### config.mk
export PLATFORM = sky130hd
export DESIGN_NAME = arb_node
export DESIGN_NICKNAME = d
export VERILOG_FILES = /design/src/rtl/busarb_pkg.sv /design/src/rtl/arb_withdraw.sv /design/src/rtl/arb_round_ctl.sv /design/src/rtl/arb_node.sv
export SDC_FILE = /design/constraint.sdc
export NUM_CORES = 1
export LEC_CHECK = 0
export ABC_AREA = 1
export BUFFER_PORTS_ARGS = -buffer_cell sky130_fd_sc_hd__buf_4
export CORE_AREA = 2 2 39 41
export CTS_CLUSTER_SIZE = 25
export DETAILED_ROUTE_END_ITERATION = 10
export DIE_AREA = 0 0 41 43
export GPL_TIMING_DRIVEN = 0
export HOLD_SLACK_MARGIN = 0.03
export PLACE_DENSITY = 0.65
export SLEW_MARGIN = 20
export SYNTH_ARGS = -nofsm -noshare
export SYNTH_HDL_FRONTEND = slang
export SYNTH_SLANG_ARGS = --single-unit
### constraint.sdc
create_clock -name clk -period 3.3 [get_ports clk]
set_clock_uncertainty 0.1 [all_clocks]
set_input_delay 0.66 -clock clk [delete_from_list [all_inputs] [get_ports clk]]
set_output_delay 0.66 -clock clk [all_outputs]
set_load 0.02 [all_outputs]
### src/rtl/busarb_pkg.sv
package busarb_pkg;
    typedef enum logic {
        PH_IDLE = 1'b0,
        PH_ARB  = 1'b1
    } phase_e;

    typedef struct packed {
        logic won;
        logic lost;
    } verdict_t;
endpackage

### src/rtl/arb_withdraw.sv
module arb_withdraw #(
    parameter int ID_W = 4
) (
    input  logic [ID_W-1:0] my_id,
    input  logic [ID_W-1:0] lines,
    output logic [ID_W-1:0] keep
);
    // a rival outranks us at bit i when the line is high where our id is low
    logic [ID_W-1:0] outranked;
    assign outranked = lines & ~my_id;

    // keep bit i only if no outranking bit exists at i or above
    for (genvar gi = 0; gi < ID_W; gi++) begin : g_keep
        assign keep[gi] = ~(|outranked[ID_W-1:gi]);
    end
endmodule

### src/rtl/arb_round_ctl.sv
module arb_round_ctl
    import busarb_pkg::*;
#(
    parameter int SETTLE_CYC = 8
) (
    input  logic clk,
    input  logic rst,
    input  logic launch,
    output logic active,
    output logic decide
);
    localparam int CW = (SETTLE_CYC > 1) ? $clog2(SETTLE_CYC) : 1;
    localparam logic [CW-1:0] LAST = CW'(SETTLE_CYC - 1);

    phase_e        phase_q;
    logic [CW-1:0] cnt_q;

    assign active = (phase_q == PH_ARB);
    assign decide = active && (cnt_q == LAST);

    always_ff @(posedge clk) begin
        if (rst) begin
            phase_q <= PH_IDLE;
            cnt_q   <= '0;
        end else if (!active) begin
            if (launch) begin
                phase_q <= PH_ARB;
                cnt_q   <= '0;
            end
        end else if (decide) begin
            phase_q <= PH_IDLE;
            cnt_q   <= '0;
        end else begin
            cnt_q <= cnt_q + 1'b1;
        end
    end
endmodule

### src/rtl/arb_node.sv
module arb_node
    import busarb_pkg::*;
#(
    parameter int ID_W       = 4,
    parameter int SETTLE_CYC = 8
) (
    input  logic            clk,
    input  logic            rst,
    input  logic [ID_W-1:0] node_id,
    input  logic            req_in,
    input  logic            arb_start,
    input  logic [ID_W-1:0] arb_lines,
    output logic [ID_W-1:0] arb_drive,
    output logic            won,
    output logic            lost,
    output logic            pending
);
    logic            pend_q;
    logic [ID_W-1:0] mask_q;
    logic [ID_W-1:0] keep;
    verdict_t        verdict_q;
    logic            active;
    logic            decide;
    logic            launch;
    logic            id_valid;
    logic            match;

    assign id_valid = |node_id;
    assign launch   = arb_start && (pend_q || req_in) && id_valid;
    assign match    = (arb_lines == node_id);

    arb_withdraw #(.ID_W(ID_W)) u_withdraw (
        .my_id (node_id),
        .lines (arb_lines),
        .keep  (keep)
    );

    arb_round_ctl #(.SETTLE_CYC(SETTLE_CYC)) u_ctl (
        .clk    (clk),
        .rst    (rst),
        .launch (launch),
        .active (active),
        .decide (decide)
    );

    always_ff @(posedge clk) begin
        if (rst) begin
            pend_q    <= 1'b0;
            mask_q    <= '1;
            verdict_q <= '0;
        end else begin
            verdict_q.won  <= decide && match;
            verdict_q.lost <= decide && !match;
            if (!active) begin
                mask_q <= '1;
            end else begin
                mask_q <= keep;
            end
            pend_q <= (pend_q && !(decide && match)) || req_in;
        end
    end

    assign arb_drive = active ? (node_id & mask_q) : '0;
    assign won       = verdict_q.won;
    assign lost      = verdict_q.lost;
    assign pending   = pend_q;
endmodule

==> metrics.txt, run 1 <==
# TYPE chip_impl_metric gauge
chip_impl_info{name="outcome",value="complete, no violations"} 1
chip_impl_metric{name="timing.final.max_slew_violations",unit=""} 0
chip_impl_metric{name="cts.sinks",unit=""} 11
chip_impl_metric{name="postCtsSetupBuffers",unit=""} 0
chip_impl_metric{name="layout.nets",unit=""} 104
chip_impl_metric{name="number_of_antenna_violations_at_the_first_check_in_global_routing",unit=""} 0
chip_impl_metric{name="drive_above_1_share",unit=""} 0.306
chip_impl_metric{name="finalSetupViolCount",unit=""} 0
chip_impl_info{name="root_buffer",value="clkbuf_4"} 1
chip_impl_metric{name="syn2layout_area_growth",unit="%"} 35.3
chip_impl_info{name="criticalPathCategory",value="register to output pin"} 1
chip_impl_info{name="timing.critical_path.cells",value="inv_2 -> nor2_1 -> buf_4"} 1
chip_impl_metric{name="grt_pass1_wl",unit="microns"} 1680
chip_impl_metric{name="internal_power",unit="uW"} 208
chip_impl_metric{name="finalCritPeriodShare",unit=""} 0.560
chip_impl_metric{name="comb_power_share",unit=""} 0.175
chip_impl_metric{name="first_global_vias",unit=""} 416
chip_impl_metric{name="ys_seq_elements",unit=""} 11
chip_impl_metric{name="finalHoldViolCount",unit=""} 0
chip_impl_metric{name="arrival",unit="ps"} 1090
chip_impl_metric{name="wl_per_cell",unit="microns"} 9.70
chip_impl_metric{name="worstPathBufferInverterCount",unit=""} 2
chip_impl_metric{name="clockBufferDepth",unit=""} 2
chip_impl_metric{name="hold_buffers",unit=""} 0
chip_impl_metric{name="p_per_area",unit="mW/mm^2"} 400
chip_impl_metric{name="stdcell_area",unit="sq um"} 696
chip_impl_metric{name="post_synthesis_sequential_area_ratio",unit=""} 0.428
chip_impl_metric{name="drt-total-wl",unit="microns"} 980
chip_impl_metric{name="synth_fp_nets",unit=""} 81
chip_impl_info{name="rsz0062_at_grt",value="false"} 1
chip_impl_metric{name="numPlacedInstances",unit=""} 97
chip_impl_metric{name="syn_inst",unit=""} 63
chip_impl_metric{name="place_area",unit="sq um"} 669
chip_impl_info{name="crit_path_end_kind",value="output pin"} 1
chip_impl_metric{name="cts_made_buffers",unit=""} 3
chip_impl_metric{name="rows",unit=""} 14
chip_impl_metric{name="switching_power",unit="uW"} 70.2
chip_impl_metric{name="share_clk_of_total_power",unit=""} 0.317
chip_impl_metric{name="post_synth_instance_area",unit="sq um"} 514
chip_impl_metric{name="detailedPlacementHpwl",unit="microns"} 804
chip_impl_info{name="r2r-start",value="u_ctl.cnt_q[0]"} 1
chip_impl_metric{name="sw_frac_of_total",unit=""} 0.253
chip_impl_metric{name="detail_route.first_pass.iterations",unit=""} 2
chip_impl_metric{name="seq_power_share",unit=""} 0.508
chip_impl_metric{name="detailedRoute.firstIterationViolations",unit=""} 1
chip_impl_info{name="hold_path.class",value="register to register"} 1
chip_impl_metric{name="overflow",unit=""} 0
chip_impl_info{name="cp_top_family",value="flip-flops"} 1
chip_impl_metric{name="max-cap-violations",unit=""} 0
chip_impl_metric{name="vdd.ir_drop.worst",unit="mV"} 0.209
chip_impl_metric{name="gpl.final_weighted_congestion",unit=""} 0.755
chip_impl_metric{name="crit_path_max_fanout",unit=""} 7
chip_impl_info{name="worst_setup_path_startpoint",value="u_ctl.active"} 1
chip_impl_metric{name="max_slew.worst_pin.slew",unit="ps"} 213
chip_impl_metric{name="num_vias",unit=""} 468
chip_impl_metric{name="clock_tree.htree_level_count",unit=""} 1
chip_impl_metric{name="grt_start_max_net_pins",unit=""} 8
chip_impl_metric{name="final_cell_count_no_fill",unit=""} 101
chip_impl_metric{name="cp.required",unit="ps"} 2540
chip_impl_metric{name="synth_cell_type_count",unit=""} 15
chip_impl_metric{name="chipWidth",unit="microns"} 41
chip_impl_metric{name="yosys_warnings",unit=""} 0
chip_impl_metric{name="remaining_antenna_violation_count_after_routing",unit=""} 0
chip_impl_metric{name="total_inserted_antenna_cells",unit=""} 0
chip_impl_info{name="timing.critical_path.slowest_stage_cell",value="dfxtp_1"} 1
chip_impl_info{name="cts_tree",value="yes"} 1
chip_impl_metric{name="core_area",unit="sq mm"} 0.00138
chip_impl_info{name="setup.worst_path.start_class",value="register"} 1
chip_impl_metric{name="port_buffers",unit=""} 18
chip_impl_metric{name="postSynthAreaPerCell",unit="sq um"} 8.16
chip_impl_metric{name="cts.reportedPaths.clkPinSlew",unit="ps"} 60
chip_impl_metric{name="avg_vias_per_cell",unit=""} 4.63
chip_impl_metric{name="floorplan.initialDensity",unit=""} 0.372
chip_impl_metric{name="number_of_gates_given_a_new_drive_strength_after_cts",unit=""} 0
chip_impl_metric{name="fmaxAchievable",unit="GHz"} 0.541
chip_impl_metric{name="maxSlewHeadroom",unit=""} 0.858
chip_impl_metric{name="fillerInstances",unit=""} 137
chip_impl_metric{name="floorplan.die_area",unit="sq mm"} 0.00176
chip_impl_metric{name="floorplan.die.height",unit="microns"} 43
chip_impl_metric{name="totalNegativeSetupSlack",unit="ps"} 0
chip_impl_metric{name="critical_path.max_stage_delay",unit="ps"} 420
chip_impl_metric{name="worst_skew_pair.late_latency",unit="ps"} 260
chip_impl_metric{name="grt_usage",unit=""} 0.145
chip_impl_metric{name="final.min_clock_period",unit="ps"} 1850
chip_impl_metric{name="remaining_drc_errors",unit=""} 0
chip_impl_metric{name="floorplan.io_pins",unit=""} 19
chip_impl_metric{name="p_leak",unit="uW"} 0.000357
chip_impl_info{name="min-delay-start",value="u_ctl.cnt_q[0]"} 1
==> registers in the layout (all words and copies together) (netlist names) <==
register      cells
mask_q            4
lost              1
pending           1
won               1
u_ctl.active      1
u_ctl.cnt_q       3
==> kinds of logic (layout without fill, tap and decap cells) <==
family | count (synthesis) | after routing | share of synthesized area
simple gates | 32 | 32 | 0.294
compound gates | 7 | 7 | 0.0803
buf+inv | 7 | 29 | 0.0511
flops | 11 | 11 | 0.428
fa+ha+maj | 6 | 6 | 0.146
==> cells in the final DEF (no fill, tap or decap), drive strengths merged <==
cell type  netlist  final
and3             2      2
inv              7      7
o21ai            3      3
ha               6      6
dfxtp           11     11
nand3            2      2
nor2            12     12
a21oi            3      3
nor3             1      1
or3              1      1
clkbuf           0      4
nand2           14     14
a211oi           1      1
buf              0     18
==> synth_stat cells <==
cell,count,area share
o21ai_2,1,0.017
nor2_4,2,0.044
inv_1,6,0.044
nand3_1,2,0.019
nand2_1,14,0.10
ha_1,6,0.15
nor3_1,1,0.0097
a21oi_1,3,0.029
or3_4,1,0.022
a211oi_1,1,0.015
o21ai_0,2,0.019
nor2_1,10,0.073
dfxtp_1,11,0.43
inv_2,1,0.0073
and3_1,2,0.024
==> final timing paths <==
kind         slack, ps              to  depth (start not counted)
min                360  u_ctl.cnt_q[0]                          1
min reg2reg        360  u_ctl.cnt_q[0]                          1
max reg2reg       2010         pending                          5
max               1450    arb_drive[1]                          3
==> through the flow <==
| stage | total power (uW) | setup slack (ps) | util | hold WS [ps] |
|---|---|---|---|---|
| global route | 296 | 1390 | 0.503 | 410 |
| floorplan | 171 | 1550 | - | 332 |
| finish | 278 | 1450 | 0.503 | 364 |
| CTS | 284 | 1430 | 0.503 | 366 |
| global placement | 193 | 1500 | 0.484 | 350 |
| detailed placement | 193 | 1500 | 0.484 | 353 |
==> routing by layer <==
metal	share of wire	up-vias	track usage
met2	0.48	11	0.219
met1	0.44	207	0.162
met3	0.059	2	0.0785
met5	0	-	0
li1	-	248	-
met4	0.015	0	0.0600
==> cell type report <==
type                       instances  area, sq um  area share
sequential                        11          220       0.317
timing repair buffer              18          135       0.194
tap                               16         20.0      0.0288
inverter                           7         26.3      0.0378
multi-input combinational         45          268       0.385
clock buffer                       4         26.3      0.0378
==> power groups by stage <==
stage          clock (uW)  combinational [uW]  sequential, uW
2_1_floorplan           0                26.3             144
3_3_place_gp            0                48.8             144
3_5_place_dp            0                49.1             144
4_1_cts              93.6                49.4             141
5_1_grt              98.1                56.0             142
6_report             88.1                48.8             141
No activity file was read; power rests on OpenSTA's default activity.
==> run 2: changes to the inputs <==
--- a/config.mk
+++ b/config.mk
@@ -13,7 +13,7 @@
 export DIE_AREA = 0 0 41 43
 export GPL_TIMING_DRIVEN = 0
 export HOLD_SLACK_MARGIN = 0.03
-export PLACE_DENSITY = 0.65
+export PLACE_DENSITY = 0.68
 export SLEW_MARGIN = 20
 export SYNTH_ARGS = -nofsm -noshare
 export SYNTH_HDL_FRONTEND = slang
==> constraint.sdc (replaced) <==
create_clock -name clk -period 1.55 [get_ports clk]
set_clock_uncertainty 0.1 [all_clocks]
set_input_delay 0.31 -clock clk [delete_from_list [all_inputs] [get_ports clk]]
set_output_delay 0.31 -clock clk [all_outputs]
set_load 0.02 [all_outputs]
==> run 2 against run 1 <==
  * Die area is the same
  * Combinational power grew 120%
  * Hold slack lost 190 ps
  * Non-clock buffer count is the same
  * Sequential power grew 110%
  * Total power grew 120%
  * Critical path type unchanged
  * Critical endpoint unchanged
==> metrics.txt, run 2 (same netlist as run 1, synthesis figures left out) <==
# TYPE chip_impl_metric gauge
chip_impl_metric{name="vdd.ir_drop.worst",unit="mV"} 0.293
chip_impl_metric{name="total_inserted_antenna_cells",unit=""} 0
chip_impl_metric{name="cts.sinks",unit=""} 11
chip_impl_metric{name="gpl.final_weighted_congestion",unit=""} 0.733
chip_impl_metric{name="clockBufferDepth",unit=""} 2
chip_impl_metric{name="detailedPlacementHpwl",unit="microns"} 854
chip_impl_metric{name="timing.final.max_slew_violations",unit=""} 0
chip_impl_metric{name="syn2layout_area_growth",unit="%"} 35.5
chip_impl_info{name="setup.worst_path.start_class",value="register"} 1
chip_impl_info{name="root_buffer",value="clkbuf_4"} 1
chip_impl_metric{name="finalCritPeriodShare",unit=""} 0.918
chip_impl_metric{name="rows",unit=""} 14
chip_impl_metric{name="p_leak",unit="uW"} 0.000358
chip_impl_info{name="rsz0062_at_grt",value="false"} 1
chip_impl_metric{name="number_of_antenna_violations_at_the_first_check_in_global_routing",unit=""} 0
chip_impl_metric{name="fmaxAchievable",unit="GHz"} 0.703
chip_impl_metric{name="hold_buffers",unit=""} 0
chip_impl_metric{name="drt-total-wl",unit="microns"} 1030
chip_impl_metric{name="remaining_drc_errors",unit=""} 0
chip_impl_metric{name="wl_met1",unit="microns"} 441
chip_impl_info{name="max_flop_register",value="mask_q"} 1
chip_impl_metric{name="met2WireLength",unit="microns"} 488
chip_impl_info{name="outcome",value="complete, no violations"} 1
chip_impl_info{name="crit_path_end_kind",value="output pin"} 1
chip_impl_info{name="final_common_cell",value="buf_4"} 1
chip_impl_metric{name="num_vias",unit=""} 477
chip_impl_metric{name="maxSlewHeadroom",unit=""} 0.839
chip_impl_metric{name="totalNegativeSetupSlack",unit="ps"} 0
chip_impl_metric{name="arrival",unit="ps"} 1010
chip_impl_metric{name="grt_start_max_net_pins",unit=""} 8
chip_impl_metric{name="max_slew.worst_pin.slew",unit="ps"} 241
chip_impl_metric{name="met3RoutedLength",unit="microns"} 53
chip_impl_info{name="highest_layer",value="met4"} 1
chip_impl_metric{name="crit_path_max_fanout",unit=""} 7
chip_impl_metric{name="detail_route.first_pass.iterations",unit=""} 4
chip_impl_metric{name="clock_tree.htree_level_count",unit=""} 1
chip_impl_metric{name="first_global_vias",unit=""} 429
chip_impl_metric{name="overflow",unit=""} 0
chip_impl_metric{name="worst_skew_pair.late_latency",unit="ps"} 270
chip_impl_metric{name="final_cell_count_no_fill",unit=""} 101
chip_impl_metric{name="fin_total_pwr",unit="uW"} 601
chip_impl_metric{name="drive_above_1_share",unit=""} 0.318
chip_impl_metric{name="remaining_antenna_violation_count_after_routing",unit=""} 0
chip_impl_metric{name="fillerInstances",unit=""} 136
chip_impl_metric{name="wl_per_cell",unit="microns"} 10.1
chip_impl_metric{name="floorplan.initialDensity",unit=""} 0.372
chip_impl_metric{name="detailedRoute.firstIterationViolations",unit=""} 9
chip_impl_metric{name="core_area",unit="sq mm"} 0.00138
chip_impl_info{name="final_cell_mix",value="buf_4, nand2_1, nor2_1, dfxtp_1"} 1
chip_impl_info{name="hold_path.class",value="primary input to register"} 1
chip_impl_metric{name="number_of_flip_flops_in_the_largest_register",unit=""} 4
chip_impl_metric{name="grt_pass1_wl",unit="microns"} 1660
chip_impl_metric{name="floorplan.io_pins",unit=""} 19
chip_impl_info{name="criticalPathCategory",value="register to output pin"} 1
chip_impl_metric{name="cts_made_buffers",unit=""} 3
chip_impl_metric{name="avg_vias_per_cell",unit=""} 4.72
chip_impl_metric{name="floorplan.die_area",unit="sq mm"} 0.00176
chip_impl_metric{name="final.min_clock_period",unit="ps"} 1420
chip_impl_metric{name="chipWidth",unit="microns"} 41
chip_impl_info{name="regs_by_ff_count",value="mask_q: 4 flops, u_ctl.cnt_q: 3 flops"} 1
chip_impl_info{name="cts_tree",value="yes"} 1
chip_impl_metric{name="finalHoldViolCount",unit=""} 0
chip_impl_metric{name="floorplan.die.height",unit="microns"} 43
chip_impl_metric{name="grt_usage",unit=""} 0.144
chip_impl_metric{name="layout.nets",unit=""} 104
chip_impl_metric{name="cts.reportedPaths.clkPinSlew",unit="ps"} 70
chip_impl_metric{name="cp.required",unit="ps"} 1140
chip_impl_metric{name="finalSetupViolCount",unit=""} 0
chip_impl_metric{name="numPlacedInstances",unit=""} 97
chip_impl_metric{name="p_per_area",unit="mW/mm^2"} 863
chip_impl_metric{name="max-cap-violations",unit=""} 0
chip_impl_metric{name="port_buffers",unit=""} 18
-- run 2: cell counts in the layout (fill, tap and decap cells not counted) --
No cell type changed its count.
-- run 2: where the power goes --
group | internal (uW) | switching [uW] | leakage, uW | total, uW
combinational | 49.6 | 55.0 | 0.000253 | 105
sequential | 294 | 6.64 | 0.0000902 | 301
clock | 99.7 | 96.4 | 0.0000150 | 196
total | 443 | 158 | 0.000358 | 601
-- run 2: through the flow --
step                cell area, sq um  hold WS, ps  utilization  setup slack (ps)
CTS                              696          170        0.503              73.1
global placement                 669          353        0.484               225
global route                     697          172        0.504              65.8
detailed placement               669          360        0.484               212
finish                           697          173        0.504               127
floorplan                        514          279            -               330
-- run 2: final cells by class --
class	count	area (sq um)	area share
Clock buffer	4	26.3	0.0377
Tap cell	16	20.0	0.0287
Multi-Input combinational cell	45	268	0.384
Timing Repair Buffer	18	135	0.194
Inverter	7	26.3	0.0377
Sequential cell	11	221	0.318
-- run 2: repair_timing --
action,in CTS,in global routing
setup buffers,0,0
resized for setup,0,1
setup endpoints to repair,0,2
hold endpoints to repair,0,0
-- run 2: final timing paths --
kind	end	start	slack (ps)	cells past startpoint
worst max-delay path	arb_drive[1]	u_ctl.active	130	3
worst min-delay path	u_ctl.cnt_q[1]	rst	170	2
worst max register to register	pending	u_ctl.cnt_q[0]	210	5
worst min register to register	u_ctl.cnt_q[0]	u_ctl.cnt_q[0]	370	1
-- run 2: metal layers --
layer	vias to the layer above	track usage
met5	-	0
met4	0	0.120
met3	5	0.0314
met2	15	0.216
met1	208	0.162
li1	249	-
-- run 2: worst max-delay path, stage by stage (launching register included) --
cell     delay, ps
dfxtp_2        360
inv_2          100
nor2_1         130
buf_4          150
==> run 3: changes to the inputs <==
--- a/config.mk
+++ b/config.mk
@@ -7,13 +7,16 @@
 export LEC_CHECK = 0
 export ABC_AREA = 1
 export BUFFER_PORTS_ARGS = -buffer_cell sky130_fd_sc_hd__buf_4
-export CORE_AREA = 2 2 39 41
+export CELL_PAD_IN_SITES_DETAIL_PLACEMENT = 0
+export CELL_PAD_IN_SITES_GLOBAL_PLACEMENT = 1
+export CORE_MARGIN = 2
+export CORE_UTILIZATION = 29
 export CTS_CLUSTER_SIZE = 25
 export DETAILED_ROUTE_END_ITERATION = 10
-export DIE_AREA = 0 0 41 43
 export GPL_TIMING_DRIVEN = 0
 export HOLD_SLACK_MARGIN = 0.03
-export PLACE_DENSITY = 0.68
+export PLACE_DENSITY_LB_ADDON = 0.1
+export SKIP_LAST_GASP = 1
 export SLEW_MARGIN = 20
 export SYNTH_ARGS = -nofsm -noshare
 export SYNTH_HDL_FRONTEND = slang
==> run 3 against run 2 <==
  * Hold slack got worse by 4.8 ps
  * Clock-buffer cell count unchanged
  * Critical path depth unchanged
  * Critical endpoint unchanged
  * Largest cell class unchanged
  * Largest power group unchanged
==> metrics.txt, run 3 (same netlist as run 1, synthesis figures left out) <==
# TYPE chip_impl_metric gauge
chip_impl_metric{name="postCtsSetupBuffers",unit=""} 0
chip_impl_info{name="criticalPathCategory",value="register to output pin"} 1
chip_impl_metric{name="critical_path_cell_count",unit=""} 3
chip_impl_info{name="cts_tree",value="yes"} 1
chip_impl_metric{name="p_per_area",unit="mW/mm^2"} 854
chip_impl_metric{name="detailedPlacementHpwl",unit="microns"} 815
chip_impl_metric{name="detailedRoute.firstIterationViolations",unit=""} 5
chip_impl_metric{name="rows",unit=""} 15
chip_impl_metric{name="vdd.ir_drop.worst",unit="mV"} 0.481
chip_impl_metric{name="wl_per_cell",unit="microns"} 9.72
chip_impl_metric{name="clock_tree.htree_level_count",unit=""} 1
chip_impl_info{name="final_common_cell",value="buf_4"} 1
chip_impl_metric{name="hold_buffers",unit=""} 0
chip_impl_metric{name="remaining_drc_errors",unit=""} 0
chip_impl_info{name="root_buffer",value="clkbuf_4"} 1
chip_impl_metric{name="num_vias",unit=""} 453
chip_impl_metric{name="cts.sinks",unit=""} 11
chip_impl_metric{name="overflow",unit=""} 0
chip_impl_metric{name="number_of_antenna_violations_at_the_first_check_in_global_routing",unit=""} 0
chip_impl_metric{name="totalNegativeSetupSlack",unit="ps"} 0
chip_impl_metric{name="timing.final.max_slew_violations",unit=""} 0
chip_impl_metric{name="number_of_flip_flops_in_the_largest_register",unit=""} 4
chip_impl_metric{name="remaining_antenna_violation_count_after_routing",unit=""} 0
chip_impl_metric{name="grt_pass1_wl",unit="microns"} 1610
chip_impl_metric{name="drt-total-wl",unit="microns"} 991
chip_impl_info{name="crit_path_end_kind",value="output pin"} 1
chip_impl_metric{name="critical_path.max_stage_delay",unit="ps"} 400
chip_impl_metric{name="detail_route.first_pass.iterations",unit=""} 4
chip_impl_metric{name="finalHoldViolCount",unit=""} 0
chip_impl_metric{name="port_buffers",unit=""} 18
chip_impl_metric{name="worst_skew_pair.late_latency",unit="ps"} 260
chip_impl_metric{name="max-cap-violations",unit=""} 0
chip_impl_metric{name="syn2layout_area_growth",unit="%"} 35.5
chip_impl_metric{name="crit_path_max_fanout",unit=""} 7
chip_impl_info{name="final_cell_mix",value="buf_4, nand2_1, dfxtp_1"} 1
chip_impl_info{name="timing.critical_path.slowest_stage_cell",value="dfxtp_1"} 1
chip_impl_metric{name="maxSlewHeadroom",unit=""} 0.860
chip_impl_metric{name="drive_above_1_share",unit=""} 0.306
chip_impl_metric{name="hold_depth",unit=""} 2
chip_impl_metric{name="avg_vias_per_cell",unit=""} 4.44
chip_impl_metric{name="floorplan.io_pins",unit=""} 19
chip_impl_metric{name="grt_usage",unit=""} 0.113
chip_impl_metric{name="layout.nets",unit=""} 104
chip_impl_metric{name="fmaxAchievable",unit="GHz"} 0.688
chip_impl_metric{name="chipWidth",unit="microns"} 46.1
chip_impl_metric{name="finalCritPeriodShare",unit=""} 0.938
chip_impl_metric{name="cts.reportedPaths.clkPinSlew",unit="ps"} 70
chip_impl_metric{name="fillerInstances",unit=""} 191
chip_impl_metric{name="first_global_vias",unit=""} 402
chip_impl_metric{name="p_leak",unit="uW"} 0.000357
chip_impl_metric{name="finalSetupViolCount",unit=""} 0
chip_impl_metric{name="cts_made_buffers",unit=""} 3
chip_impl_metric{name="floorplan.die.height",unit="microns"} 46.1
chip_impl_metric{name="floorplan.initialDensity",unit=""} 0.304
chip_impl_metric{name="gpl.final_weighted_congestion",unit=""} 0.665
chip_impl_metric{name="grt_start_max_net_pins",unit=""} 8
chip_impl_metric{name="core_area",unit="sq mm"} 0.00169
chip_impl_metric{name="total_inserted_antenna_cells",unit=""} 0
chip_impl_info{name="setup.worst_path.start_class",value="register"} 1
chip_impl_info{name="hold_path.class",value="primary input to register"} 1
chip_impl_metric{name="number_of_gates_given_a_new_drive_strength_after_cts",unit=""} 0
chip_impl_info{name="regs_by_ff_count",value="mask_q: 4 flops, u_ctl.cnt_q: 3 flops"} 1
chip_impl_metric{name="max_slew.worst_pin.slew",unit="ps"} 209
chip_impl_info{name="cp_top_family",value="flip-flops"} 1
chip_impl_info{name="timing.critical_path.cells",value="inv_2 -> nor2_1 -> buf_4"} 1
chip_impl_metric{name="cp.required",unit="ps"} 1140
chip_impl_metric{name="cell_count_of_the_worst_reg_to_reg_path",unit=""} 5
chip_impl_metric{name="postLayoutCoreUtil",unit=""} 0.413
chip_impl_metric{name="floorplan.die_area",unit="sq mm"} 0.00213
chip_impl_metric{name="worstPathBufferInverterCount",unit=""} 2
chip_impl_metric{name="final.min_clock_period",unit="ps"} 1450
chip_impl_metric{name="arrival",unit="ps"} 1040
chip_impl_metric{name="clockBufferDepth",unit=""} 2
chip_impl_info{name="max_flop_register",value="mask_q"} 1
chip_impl_info{name="outcome",value="complete, no violations"} 1
chip_impl_info{name="rsz0062_at_grt",value="false"} 1
[run 3: worst paths after layout]
kind	start	slack, ps	to
hold reg to reg	u_ctl.cnt_q[0]	370	u_ctl.cnt_q[0]
setup / recovery	u_ctl.active	100	arb_drive[1]
setup reg to reg	u_ctl.cnt_q[0]	240	pending
hold / removal	rst	170	u_ctl.cnt_q[2]
[run 3: final cells by class]
| type | count | area, sq um | area share |
|---|---|---|---|
| Clock buffer | 4 | 26.3 | 0.0377 |
| Inverter | 7 | 26.3 | 0.0377 |
| Multi-Input combinational cell | 45 | 268 | 0.384 |
| Sequential cell | 11 | 220 | 0.316 |
| Tap cell | 17 | 21.3 | 0.0305 |
| Timing Repair Buffer | 18 | 135 | 0.194 |
[run 3: power by group]
group	switching (uW)	internal [uW]
Clock	91.8	99.5
Combinational	54.2	49.5
Sequential	6.37	294
Total	152	443
[run 3: worst register-to-register path, stage by stage (launching register included)]
cell	delay (ps)
dfxtp_1	320
ha_1	200
ha_1	240
nand2_1	130
nor2_1	50
a211oi_1	200
[run 3: through the flow]
step	hold WS (ps)	instance area, sq um	power, uW	cells	setup slack [ps]
after global routing	167	697	633	102	14.0
after global placement	359	671	412	98	230
after detailed placement	359	671	412	98	221
after CTS	159	697	609	102	73.7
final	169	697	595	102	96.0
after floorplan	279	514	364	63	330
[run 3: layer usage]
metal | track usage | vias up | share of wire
met5 | 0 | - | 0
met1 | 0.119 | 186 | 0.46
met4 | 0.0514 | 0 | 0.0040
li1 | - | 250 | -
met2 | 0.183 | 15 | 0.46
met3 | 0.0627 | 2 | 0.076
